File: src/rtl/dce_pkg.sv
package dce_pkg;
  localparam int DW = 32;
  localparam int NB = DW / 8;

  localparam int B_LANE_LO = 16;
  localparam int B_RX      = 18;
  localparam int B_DEV_LO  = 20;
  localparam int B_IRQ     = 24;
  localparam int B_CSREL   = 28;
  localparam int B_LAST    = 29;
  localparam int B_EN      = 31;

  localparam logic [DW-1:0] STAT_DONE = 32'h8000_0000;
  localparam logic [DW-1:0] STAT_ERR  = 32'h4000_0000;

  typedef enum logic [3:0] {
    S_IDLE, S_FREQ, S_FWAIT, S_EVAL, S_CMD, S_TRD, S_TWAIT,
    S_TSH, S_RCOL, S_RWR, S_STAT, S_NEXT
  } dce_state_t;
endpackage

File: src/rtl/dce_ctl_decode.sv
module dce_ctl_decode
  import dce_pkg::*;
#(
  parameter int MAXB = 256,
  parameter int CW   = $clog2(MAXB + 1)
) (
  input  logic [DW-1:0] ctrl,
  output logic          en,
  output logic          last,
  output logic          csrel,
  output logic          irq_en,
  output logic [1:0]    dev,
  output logic          rx,
  output logic [1:0]    lanes,
  output logic [CW-1:0] count
);
  logic [8:0] raw;
  logic       unused_bits;

  assign raw         = ctrl[8:0];
  assign en          = ctrl[B_EN];
  assign last        = ctrl[B_LAST];
  assign csrel       = ctrl[B_CSREL];
  assign irq_en      = ctrl[B_IRQ];
  assign dev         = ctrl[B_DEV_LO +: 2];
  assign rx          = ctrl[B_RX];
  assign lanes       = ctrl[B_LANE_LO +: 2];
  assign count       = ({23'b0, raw} > MAXB) ? CW'(MAXB) : CW'(raw);
  assign unused_bits = ^{ctrl[15:9], ctrl[19], ctrl[23:22], ctrl[27:25], ctrl[30]};
endmodule

File: src/rtl/dce_tx_unpack.sv
module dce_tx_unpack
  import dce_pkg::*;
#(
  parameter int PCW = $clog2(NB + 1)
) (
  input  logic           clk,
  input  logic           rst_n,
  input  logic           load,
  input  logic [DW-1:0]  word,
  input  logic [PCW-1:0] nbytes,
  output logic           out_valid,
  input  logic           out_ready,
  output logic [7:0]     out_data,
  output logic           empty
);
  logic [DW-1:0]  sh;
  logic [PCW-1:0] cnt;

  always_ff @(posedge clk) begin
    if (!rst_n) begin
      sh  <= '0;
      cnt <= '0;
    end else if (load) begin
      sh  <= word;
      cnt <= nbytes;
    end else if (out_valid && out_ready) begin
      sh  <= sh >> 8;
      cnt <= cnt - PCW'(1);
    end
  end

  assign out_valid = (cnt != '0);
  assign out_data  = sh[7:0];
  assign empty     = (cnt == '0);
endmodule

File: src/rtl/dce_rx_pack.sv
module dce_rx_pack
  import dce_pkg::*;
#(
  parameter int PCW = $clog2(NB + 1)
) (
  input  logic           clk,
  input  logic           rst_n,
  input  logic           clr,
  input  logic           in_fire,
  input  logic [7:0]     in_byte,
  output logic [DW-1:0]  word,
  output logic [NB-1:0]  be,
  output logic [PCW-1:0] cnt
);
  always_ff @(posedge clk) begin
    if (!rst_n || clr)
      cnt <= '0;
    else if (in_fire)
      cnt <= cnt + PCW'(1);
  end

  for (genvar g = 0; g < NB; g++) begin : g_lane
    always_ff @(posedge clk) begin
      if (!rst_n || clr) begin
        word[g*8 +: 8] <= '0;
        be[g]          <= 1'b0;
      end else if (in_fire && cnt == PCW'(g)) begin
        word[g*8 +: 8] <= in_byte;
        be[g]          <= 1'b1;
      end
    end
  end
endmodule

File: src/rtl/desc_chain_engine.sv
module desc_chain_engine
  import dce_pkg::*;
#(
  parameter int AW   = 32,
  parameter int MAXB = 256,
  parameter int CW   = $clog2(MAXB + 1)
) (
  input  logic          clk,
  input  logic          rst_n,
  input  logic          start,
  input  logic [AW-1:0] root_addr,
  output logic          busy,
  output logic          mem_req,
  output logic          mem_we,
  output logic [AW-1:0] mem_addr,
  output logic [31:0]   mem_wdata,
  output logic [3:0]    mem_be,
  input  logic          mem_gnt,
  input  logic          mem_rvalid,
  input  logic [31:0]   mem_rdata,
  output logic          cmd_valid,
  input  logic          cmd_ready,
  output logic [1:0]    cmd_lanes,
  output logic          cmd_rx,
  output logic [1:0]    cmd_dev,
  output logic          cmd_cs_release,
  output logic [CW-1:0] cmd_len,
  output logic          tx_valid,
  input  logic          tx_ready,
  output logic [7:0]    tx_data,
  input  logic          rx_valid,
  output logic          rx_ready,
  input  logic [7:0]    rx_data,
  output logic          pkt_irq,
  output logic          done_evt,
  output logic          err_evt
);
  localparam int PCW = $clog2(NB + 1);
  localparam logic [AW-1:0] AMASK = ~AW'(NB - 1);

  dce_state_t    state;
  logic [AW-1:0] desc_base, buf_ptr, w_buf, w_next;
  logic [DW-1:0] w_ctrl;
  logic [1:0]    widx;
  logic [CW-1:0] remain, moved, nb_ext;
  logic          err_flag;

  logic          d_en, d_last, d_csrel, d_irq, d_rx;
  logic [1:0]    d_dev, d_lanes;
  logic [CW-1:0] d_count;

  logic          tx_load, tx_empty;
  logic          rx_fire, pk_clr;
  logic [DW-1:0] pk_word;
  logic [NB-1:0] pk_be;
  logic [PCW-1:0] pk_cnt;
  logic [DW-1:0] stat_word;

  dce_ctl_decode #(.MAXB(MAXB), .CW(CW)) u_dec (
    .ctrl(w_ctrl), .en(d_en), .last(d_last), .csrel(d_csrel), .irq_en(d_irq),
    .dev(d_dev), .rx(d_rx), .lanes(d_lanes), .count(d_count)
  );

  assign nb_ext  = (remain >= CW'(NB)) ? CW'(NB) : remain;
  assign tx_load = (state == S_TWAIT) && mem_rvalid;

  dce_tx_unpack #(.PCW(PCW)) u_tx (
    .clk(clk), .rst_n(rst_n), .load(tx_load), .word(mem_rdata),
    .nbytes(PCW'(nb_ext)), .out_valid(tx_valid), .out_ready(tx_ready),
    .out_data(tx_data), .empty(tx_empty)
  );

  assign rx_ready = (state == S_RCOL);
  assign rx_fire  = rx_ready && rx_valid;
  assign pk_clr   = (state == S_RWR) && mem_gnt;

  dce_rx_pack #(.PCW(PCW)) u_rx (
    .clk(clk), .rst_n(rst_n), .clr(pk_clr), .in_fire(rx_fire),
    .in_byte(rx_data), .word(pk_word), .be(pk_be), .cnt(pk_cnt)
  );

  always_ff @(posedge clk) begin
    if (!rst_n) begin
      state     <= S_IDLE;
      desc_base <= '0;
      buf_ptr   <= '0;
      w_buf     <= '0;
      w_next    <= '0;
      w_ctrl    <= '0;
      widx      <= '0;
      remain    <= '0;
      moved     <= '0;
      err_flag  <= 1'b0;
    end else begin
      case (state)
        S_IDLE: if (start) begin
          desc_base <= root_addr & AMASK;
          widx      <= '0;
          err_flag  <= 1'b0;
          state     <= S_FREQ;
        end
        S_FREQ: if (mem_gnt) state <= S_FWAIT;
        S_FWAIT: if (mem_rvalid) begin
          case (widx)
            2'd0:    w_ctrl <= mem_rdata;
            2'd1:    w_buf  <= mem_rdata[AW-1:0];
            2'd3:    w_next <= mem_rdata[AW-1:0];
            default: ;
          endcase
          if (widx == 2'd3) state <= S_EVAL;
          else begin
            widx  <= widx + 2'd1;
            state <= S_FREQ;
          end
        end
        S_EVAL: if (!d_en) begin
          err_flag <= 1'b1;
          state    <= S_STAT;
        end else begin
          remain  <= d_count;
          moved   <= '0;
          buf_ptr <= w_buf & AMASK;
          state   <= S_CMD;
        end
        S_CMD: if (cmd_ready)
          state <= (remain == '0) ? S_STAT : (d_rx ? S_RCOL : S_TRD);
        S_TRD: if (mem_gnt) state <= S_TWAIT;
        S_TWAIT: if (mem_rvalid) begin
          remain  <= remain - nb_ext;
          moved   <= moved + nb_ext;
          buf_ptr <= buf_ptr + AW'(NB);
          state   <= S_TSH;
        end
        S_TSH: if (tx_empty) state <= (remain == '0) ? S_STAT : S_TRD;
        S_RCOL: if (rx_valid) begin
          remain <= remain - CW'(1);
          moved  <= moved + CW'(1);
          if (remain == CW'(1) || pk_cnt == PCW'(NB - 1)) state <= S_RWR;
        end
        S_RWR: if (mem_gnt) begin
          buf_ptr <= buf_ptr + AW'(NB);
          state   <= (remain == '0) ? S_STAT : S_RCOL;
        end
        S_STAT: if (mem_gnt) state <= S_NEXT;
        S_NEXT: if (err_flag || d_last) state <= S_IDLE;
        else begin
          desc_base <= w_next & AMASK;
          widx      <= '0;
          state     <= S_FREQ;
        end
        default: state <= S_IDLE;
      endcase
    end
  end

  assign stat_word = err_flag ? STAT_ERR : (STAT_DONE | DW'(moved));

  always_comb begin
    mem_req   = 1'b0;
    mem_we    = 1'b0;
    mem_addr  = '0;
    mem_wdata = '0;
    mem_be    = '1;
    case (state)
      S_FREQ: begin
        mem_req  = 1'b1;
        mem_addr = desc_base + AW'(widx) * AW'(NB);
      end
      S_TRD: begin
        mem_req  = 1'b1;
        mem_addr = buf_ptr;
      end
      S_RWR: begin
        mem_req   = 1'b1;
        mem_we    = 1'b1;
        mem_addr  = buf_ptr;
        mem_wdata = pk_word;
        mem_be    = pk_be;
      end
      S_STAT: begin
        mem_req   = 1'b1;
        mem_we    = 1'b1;
        mem_addr  = desc_base + AW'(2 * NB);
        mem_wdata = stat_word;
      end
      default: ;
    endcase
  end

  assign busy           = (state != S_IDLE);
  assign cmd_valid      = (state == S_CMD);
  assign cmd_lanes      = d_lanes;
  assign cmd_rx         = d_rx;
  assign cmd_dev        = d_dev;
  assign cmd_cs_release = d_csrel;
  assign cmd_len        = remain;
  assign pkt_irq        = (state == S_NEXT) && !err_flag && d_irq;
  assign done_evt       = (state == S_NEXT) && !err_flag && d_last;
  assign err_evt        = (state == S_NEXT) && err_flag;
endmodule

File: config.mk
export PLATFORM = sky130hd
export DESIGN_NAME = desc_chain_engine
export DESIGN_NICKNAME = d
export VERILOG_FILES = /design/src/rtl/dce_pkg.sv /design/src/rtl/dce_ctl_decode.sv /design/src/rtl/dce_tx_unpack.sv /design/src/rtl/dce_rx_pack.sv /design/src/rtl/desc_chain_engine.sv
export SDC_FILE = /design/constraint.sdc
export NUM_CORES = 1
export LEC_CHECK = 0
export CORE_ASPECT_RATIO = 1.75
export CORE_MARGIN = 2
export CORE_UTILIZATION = 52
export CTS_CLUSTER_SIZE = 30
export DETAILED_ROUTE_END_ITERATION = 12
export GPL_ROUTABILITY_DRIVEN = 0
export PLACE_DENSITY = 0.77
export SYNTH_ARGS = -nofsm -noshare
export SYNTH_HDL_FRONTEND = slang
export SYNTH_SLANG_ARGS = --single-unit
export TNS_END_PERCENT = 10
File: constraint.sdc
create_clock -name clk -period 4.1 [get_ports clk]
set_input_delay 0.82 -clock clk [delete_from_list [all_inputs] [get_ports clk]]
set_output_delay 0.82 -clock clk [all_outputs]
set_load 0.01 [all_outputs]
## After elaboration in Yosys (flattened, before gate mapping)

Index checks and enable logic that the tools add are counted.

- Bits in registers: 259
- Word-level logic and storage cells: 161

- $add $sub $neg: 10
- Magnitude comparators: 2
- Equal/unequal tests: 32
- Multiplexer cells: 54
- Reductions and logical operators: 42

Operators by type and width:

| operator | number |
|---|---|
| $mux W32 | 8 |
| $pmux W32 S3 | 2 |
| $pmux W32 S2 | 2 |
| $mux W9 | 8 |
| $mux W4 | 16 |
| $pmux W9 S3 | 2 |
| $pmux W4 S12 | 1 |
| $add A32 B3 Y32 const B | 1 |
| $add A32 B4 Y32 | 1 |
| $add A32 B4 Y32 const B | 1 |
| $ne A2 B2 Y1 const B | 13 |
| $eq A4 B3 Y1 const B | 4 |
| $eq A4 B4 Y1 const B | 4 |
| $reduce_and A3 Y1 | 5 |
| $logic_and A1 B1 Y1 | 12 |
| $mux W2 | 6 |
| $reduce_bool A3 Y1 | 4 |
| $reduce_and A11 Y1 | 1 |
| $add A9 B1 Y9 const B | 1 |
| $add A9 B9 Y9 | 1 |
| $eq A9 B1 Y1 const B | 1 |
| $ge A9 B3 Y1 const B | 1 |
| $gt A9 B9 Y1 const B | 1 |
| $logic_not A9 Y1 | 1 |
| other kinds (27) | 43 |

## Depth between registers and ports, before layout

Gate-level depths: netlist of run 1.

- Depth after elaboration: 5
- Gate-level depth with buffers: 15
- Gate-level depth less buffers: 13

## Modules after synthesis

Synthesis of run 1 repeated with hierarchy kept, for this count alone.

- Cell total of the unflattened synthesis: 1,773
- Area, all modules: 14,017.2 um^2

Modules (own cells, without submodules):

| module | instances | cells an instance | area each (um^2) |
|---|---|---|---|
| desc_chain_engine | 1 | 1,389 | 10,422.5 |
| dce_tx_unpack | 1 | 203 | 1,741.7 |
| dce_rx_pack | 1 | 163 | 1,731.7 |
| dce_ctl_decode | 1 | 18 | 121.4 |

## Worst setup path after synthesis of run 1

Ideal clock, no wire load.

- Kind: register to register
- Start: reg remain[2], in the netlist cmd_len[2]
- End: reg moved[8]
- Setup time: 65 ps
- Arrival time: 2,906 ps
- Data required time: 4,035 ps
- Setup slack: 1,129 ps
- Cell stages (with the launch flop): 16
- Cell sequence: dfxtp_1 -> clkbuf_1 -> nor2_1 -> and3_1 -> clkbuf_1 -> nand2_1 -> nand2_1 -> ha_1 -> inv_1 -> fa_1 -> nand2b_1 -> a21oi_1 -> o311a_1 -> o31ai_1 -> mux2_2 -> nor2_1

- Cells in the longest elaborated chain, start to end: 5

RTL lines:

| item | line | source |
|---|---|---|
| from (decl) | desc_chain_engine.sv:45 | `logic [CW-1:0] remain, moved, nb_ext;` |
| from (signal assigned) | desc_chain_engine.sv:120 | `remain <= d_count;` |
| from (signal assigned) | desc_chain_engine.sv:129 | `remain <= remain - nb_ext;` |
| from (signal assigned) | desc_chain_engine.sv:136 | `remain <= remain - CW'(1);` |
| $ge A9 B3 Y1 | desc_chain_engine.sv:64 | `assign nb_ext = (remain >= CW'(NB)) ? CW'(NB) : remain;` |
| $mux W9 (*) | desc_chain_engine.sv:64 |  |
| $add A9 B9 Y9 (*) | desc_chain_engine.sv:130 | `moved <= moved + nb_ext;` |
| $mux W9 (*) | desc_chain_engine.sv:128 | `S_TWAIT: if (mem_rvalid) begin` |
| $pmux W9 S3 (*) | desc_chain_engine.sv:95 | `case (state)` |
| to (signal assigned) | desc_chain_engine.sv:130 |  |
| to (signal assigned) | desc_chain_engine.sv:137 | `moved <= moved + CW'(1);` |
| to (decl) | desc_chain_engine.sv:45 |  |

Mark *: on every way between the ends. The rest lies on a longest branch, timed or not. The select of a mux whose other input is x is not followed.
A chain may end at the register's enable or synchronous reset.

## Worst setup path after layout of run 1

- Start: reg desc_base[9]
- End: out mem_addr[30]

- Cells in the longest elaborated chain, start to end: 2

RTL lines:

| item | line | source |
|---|---|---|
| from (decl) | desc_chain_engine.sv:42 | `logic [AW-1:0] desc_base, buf_ptr, w_buf, w_next;` |
| from (signal assigned) | desc_chain_engine.sv:97 | `desc_base <= root_addr & AMASK;` |
| from (signal assigned) | desc_chain_engine.sv:147 | `desc_base <= w_next & AMASK;` |
| $add A32 B4 Y32 (on tied branches) | desc_chain_engine.sv:183, desc_chain_engine.sv:167 |  |
| $pmux W32 S3 (*) | desc_chain_engine.sv:164 | `case (state)` |
| to (decl) | desc_chain_engine.sv:15 | `output logic [AW-1:0] mem_addr,` |

Mark *: on every way between the ends. The rest lies on a longest branch, timed or not.

==> results of run 1 <==
==> how the worst max path moves through the flow <==
stage / start / to / slack (ps) / depth (start not counted)
2_1_floorplan: cmd_len[2] / moved[8] / 1130 / 15
3_3_place_gp: widx[0] / mem_addr[18] / 550 / 10
3_5_place_dp: widx[0] / mem_addr[18] / 490 / 10
4_1_cts: desc_base[5] / mem_addr[30] / 0.1 / 7
5_1_grt: desc_base[8] / mem_addr[30] / 20 / 7
6_report: desc_base[9] / mem_addr[30] / 110 / 7
==> synth_stat cells (3+ instances only) <==
master and number:
buf_1 8, a21oi_1 177, ha_1 27, o221ai_1 9
a21o_1 10, a22o_1 13, xor2_1 24, o31ai_1 6
nand2_1 322, a221o_1 6, o22ai_1 11, buf_2 23
inv_1 31, nor3_1 25, nor2b_1 3, a32oi_1 4
nor4bb_1 4, and4_1 6, o221a_2 9, o22a_1 3
o31a_1 5, a311oi_1 27, nand4_1 16, a31oi_1 9
mux2i_1 42, and2_1 27, dfxtp_1 237, nand2b_1 9
and3_1 8, o211a_1 3, nor2_1 144, buf_4 14
a211oi_1 44, nor4_1 6, nand3_1 111, or3_1 4
a22oi_1 19, a221oi_1 5, xnor2_1 27, o21ai_0 60
clkbuf_1 104
==> state kept, by name, indices dropped and copies added (netlist names), 4 cells and up <==
register	flops
w_buf	30
u_tx.sh	32
cmd_len	9
u_rx.word	32
state	4
w_ctrl	18
desc_base	30
moved	9
w_next	30
u_rx.be	4
buf_ptr	30
==> cells in the final DEF (no fill, tap or decap), types with 6 or more instances in the layout <==
cell	instances
o31ai_1	6
nor2_1	143
nor3_1	25
buf_4	39
o22ai_1	11
a221o_1	6
conb_1	9
and2_1	26
o221ai_1	9
a22oi_1	19
mux2i_1	42
a22o_1	13
dfxtp_1	232
a31oi_1	9
a211oi_1	44
nand2b_1	9
xnor2_1	27
nand2_1	322
inv_1	31
clkbuf_1	6
ha_1	27
a21oi_1	176
nand4_1	16
o221a_2	9
a21o_1	10
and4_1	6
a311oi_1	27
clkbuf_16	23
o21ai_0	59
xor2_1	24
nand3_1	110
and3_1	8
clkdlybuf4s50_1	175
==> report_power, final <==
group	internal [W]	switching, W
logic	0.000744	0.00104
clock network	0.00120	0.000928
registers	0.00246	0.000290
==> critical path, cell delays in order, from the launching register on <==
cell and delay, ps:
dfxtp_1 480, nand4_4 180, or4_4 580, or4b_4 520, xnor2_2 140, a22oi_1 180, o21ai_2 90, clkdlybuf4s50_1 480
==> logic make-up (layout without fill, tap and decap cells) <==
group,after synthesis,after routing,synth area share (%)
xor+xnor,52,52,3.59
simple gates,708,708,24.9
fa+ha+maj,29,29,2.93
flops,237,237,36.8
compound gates,443,443,22.3
mux,43,43,3.35
buf+inv,183,288,6.03
other cells,2,9,0.0583
==> final cells by class <==
type | count | area [sq um]
clock inverter | 9 | 108
timing repair buffer | 216 | 2080
sequential | 237 | 4750
inverter | 32 | 123
clock buffer | 31 | 626
tap | 312 | 390
fill | 2126 | 9010
multi-input combinational | 1284 | 7440
==> per-layer routing <==
layer,share of wire (%),global-route usage (%),vias up
li1,-,-,6175
met1,36,35.0,6024
met2,51,55.5,580
met3,6.3,3.62,116
met4,6.5,18.0,0
met5,0,0,-
==> what timing repair did <==
action / 4_1_cts / 5_1_grt
resized for setup: 1 / 7
setup buffers: 0 / 0
endpoints found under the hold margin: 0 / 0
gates cloned: 0 / 0
setup endpoints to repair: 1 / 12
==> per-stage QoR <==
step / power, W / util (%) / setup WS, ps / hold slack (ps)
after floorplan: 0.00387 / - / 1130 / 431
after CTS: 0.00664 / 63.2 / 0.128 / 451
after detailed placement: 0.00455 / 60.3 / 495 / 442
after global routing: 0.00695 / 63.3 / 15.8 / 469
final: 0.00667 / 63.3 / 108 / 452
after global placement: 0.00451 / 60.3 / 548 / 437
==> qor.txt, run 1 <==
status -> completed
Post-synth EDFFs -> 0
placed inst area -> 14800 sq um
clock-pin slew on the worst setup and hold paths -> 70 ps
crit path DAT -> 3170 ps
antenna violation net count after detailed routing -> 0
R2R setup slack -> 840 ps
Max-Cap Viols -> 0
Die X -> 123 microns
initial antenna violation count -> 0
final setup TNS -> 0 ps
RSZ-0062 raised after global routing -> no
Slew HR -> 26.0%
synthesized netlist cell count -> 1697
# diodes -> 0
TritonCTS Sinks -> 237
leading area contributor after synthesis -> dfxtp_1
CTS max path bufs -> 3
Hold Crit Class -> reg2reg
VDD IR max -> 0.381 mV
Setup crit start kind -> flip-flop
number of cells on the worst hold path -> 2
Hold Startpoint -> u_rx.word[13]
Netlist Area Pre-Place -> 12900 sq um
overall routing resource usage -> 31.1%
DRT Wirelength -> 41.3 mm
DR DRC count -> 0
post-route non-filler standard cell count -> 2121
Clock Skew -> 17.4 ps
worst path required time -> 3280 ps
ys async rst share -> 0%
CTS tree -> yes
dpl hpwl -> 29.9 mm
CTS root buffer -> clkbuf_16
1st-pass router iterations -> 6
vias in the first global route -> 12.0k
Crit. End Element -> output port
worst r2r src -> cmd_len[2]
area share of the largest cell type after synthesis -> 36.8%
largest net degree at the start of global routing -> 69
area added between synthesis and finish -> 20.5%
fin. max-slew vios -> 0
H-tree depth -> 1
critical path peak fanout -> 7
first-pass GRT wire length -> 63.6 mm
Hold Path End -> u_rx.word[13]
GR Overflow Total -> 0
# nets final -> 1903
main area contributors after synthesis -> dfxtp_1 (37%), nand2_1 (9.4%), a21oi_1 (6.9%)
worst-skew pair later-pin latency -> 530 ps
io pins -> 180
Lkg Pwr -> 5.52 nW
library cells used by synthesis -> 83
sequential cell area fraction in the yosys report -> 36.8%
post-route cell area -> 15500 sq um
share of cells above drive strength 1 -> 6.36%
kind of critical path -> reg2out
worst r2r dst -> moved[8]
Port Buffers -> 175
die height -> 212 microns
Post-Syn Area per Cell -> 7.59 sq um
Peak Freq -> 250 MHz
Hold Vio Cnt, Final -> 0
Placed Cells incl. Taps -> 2081
via count -> 12.9k
full die area -> 26100 sq um
drt wl/cell -> 19.5 microns
CTS Hold Bufs -> 0
Tmin final -> 3990 ps
final setup fails -> 0
Slew @ Worst Pin -> 1110 ps
core area -> 24500 sq um
Yosys Warn Count -> 0
pwr dens -> 429 nW/um^2
Yosys reg bits -> 237
clock buffer count from CTS -> 23
Placement Rows -> 76
Starting DRT DRC Count -> 1012
number of cells on the worst reg-to-reg path -> 14
vias per inst -> 6.08
fin crit share -> 97.4%
initial core utilization -> 52.5%
Synth Flop Type -> dfxtp_1
Power figures use the tool's default switching activity.
==> run 2, diff against run 1 <==
==> constraint.sdc (replaced) <==
create_clock -name clk -period 4.1 [get_ports clk]
set_input_delay 0.82 -clock clk [delete_from_list [all_inputs] [get_ports clk]]
set_output_delay 0.82 -clock clk [all_outputs]
set_load 0.05 [all_outputs]
==> run 2 against run 1 <==
Critical path depth rose by 2. Non-clock buffer count did not move. Critical path type unchanged. Clock skew fell by 2.5 ps. Highest routed layer unchanged. Via count rose by 0.92%. Flip-flop and latch count did not move. Register-to-register slack improved by 20 ps. Die area did not move. Utilization rose by 0.97 points. Sequential share of layout area fell by 0.50 points. Sequential power barely moved. Combinational power rose by 18%.
==> qor.txt, run 2 (synthesis results as in run 1) <==
status -> completed
kind of critical path -> reg2out
1st-pass router iterations -> 6
DRT Wirelength -> 41.3 mm
Peak Freq -> 263 MHz
most common cell after layout, fill and taps aside -> nand2_1
Die X -> 123 microns
Slew HR -> 41.7%
worst-skew pair later-pin latency -> 520 ps
busiest grt layer -> met2
crit path DAT -> 2990 ps
overall routing resource usage -> 31.1%
worst path required time -> 3280 ps
CTS tree -> yes
core area -> 24500 sq um
initial antenna violation count -> 0
Tmin final -> 3810 ps
Lkg Pwr -> 5.71 nW
share of cells above drive strength 1 -> 8.51%
clock buffer count from CTS -> 23
pwr dens -> 463 nW/um^2
routing usage on met1 -> 34.4%
CTS max path bufs -> 3
die height -> 212 microns
initial core utilization -> 52.5%
# Post-CTS Setup Buffers -> 0
io pins -> 180
via count -> 13.0k
final setup fails -> 0
M2 GR Usage -> 55.1%
Hold Crit Class -> reg2reg
drt wl/cell -> 19.4 microns
Hold Vio Cnt, Final -> 0
DR DRC count -> 0
critical path startpoint -> desc_base[3]
dpl hpwl -> 29.8 mm
H-tree depth -> 1
VDD IR max -> 0.378 mV
Placement Rows -> 76
clock-pin slew on the worst setup and hold paths -> 70 ps
TritonCTS Sinks -> 237
CTS root buffer -> clkbuf_16
GR Overflow Total -> 0
vias in the first global route -> 12.2k
area added between synthesis and finish -> 22.4%
R2R setup slack -> 860 ps
Max-Cap Viols -> 0
Port Buffers -> 175
fin crit share -> 92.9%
met3 GRT Util -> 3.73%
full die area -> 26100 sq um
number of cells on the worst reg-to-reg path -> 14
Setup crit end -> mem_addr[21]
post-CTS sizing -> 0
top flop regs -> u_rx.word x32, u_tx.sh x32
Crit. End Element -> output port
CTS Hold Bufs -> 0
antenna violation net count after detailed routing -> 0
Setup crit start kind -> flip-flop
largest net degree at the start of global routing -> 64
# diodes -> 0
most frequent cells in the layout -> nand2_1 (322), dfxtp_1 (237), a21oi_1 (176), nor2_1 (143), clkdlybuf4s50_1 (134)
Starting DRT DRC Count -> 793
final core utilization -> 64.3%
Slew @ Worst Pin -> 862 ps
# nets final -> 1903
fin. max-slew vios -> 0
final setup TNS -> 0 ps
critical path peak fanout -> 8
vias per inst -> 6.14
worst r2r dst -> moved[8]
RSZ-0062 raised after global routing -> no
worst r2r src -> cmd_len[2]
first-pass GRT wire length -> 63.7 mm
Clock Skew -> 14.9 ps
==> run 2: where the power goes <==
part	leakage (nW)	internal [W]	switching [W]
clock network	0.418	0.00152	0.000929
registers	1.92	0.00246	0.000295
logic	3.38	0.000758	0.00134
==> run 2: critical path: stages (launching register included) <==
cell and delay, ps:
dfxtp_1 420, ha_1 360, a21oi_1 130, nor4_1 210, buf_4 190, and2_1 320
nand3_1 140, xor2_1 160, o21ai_0 290, buf_4 260
==> run 2: worst min-delay path by stage <==
stage / slack [ps] / startpoint / cells after the start / end
3_5_place_dp: 440 / w_ctrl[24] / 2 / w_ctrl[24]
4_1_cts: 450 / u_rx.word[11] / 2 / u_rx.word[11]
2_1_floorplan: 430 / u_rx.be[0] / 2 / u_rx.be[0]
5_1_grt: 470 / w_next[12] / 2 / w_next[12]
6_report: 450 / u_rx.word[11] / 2 / u_rx.word[11]
3_3_place_gp: 440 / u_rx.word[12] / 2 / u_rx.word[12]
==> run 2: through the flow <==
| step | instance area, sq um | std cells | worst slack, ps | total power [W] | hold WS (ps) |
|---|---|---|---|---|---|
| after floorplan | 12900 | 1704 | 142 | 0.00417 | 431 |
| final | 15800 | 2121 | 292 | 0.00731 | 449 |
| after detailed placement | 14900 | 2081 | 854 | 0.00487 | 443 |
| after global placement | 14900 | 2081 | 885 | 0.00483 | 437 |
| after global routing | 15800 | 2121 | 64.9 | 0.00760 | 466 |
| after CTS | 15800 | 2121 | 307 | 0.00730 | 453 |
==> run 2: layout make-up <==
type / count / area (sq um)
Fill cell: 2147 / 8770
Multi-Input combinational cell: 1284 / 7440
Sequential cell: 237 / 4740
Timing Repair Buffer: 216 / 2190
Clock buffer: 27 / 621
Tap cell: 312 / 390
Clock inverter: 13 / 251
Inverter: 32 / 123
==> run 2: metal layers <==
metal	up-vias	wire, microns
met5	-	0
met1	6090	15000
met3	144	2530
met2	608	20800
li1	6172	-
met4	0	2930
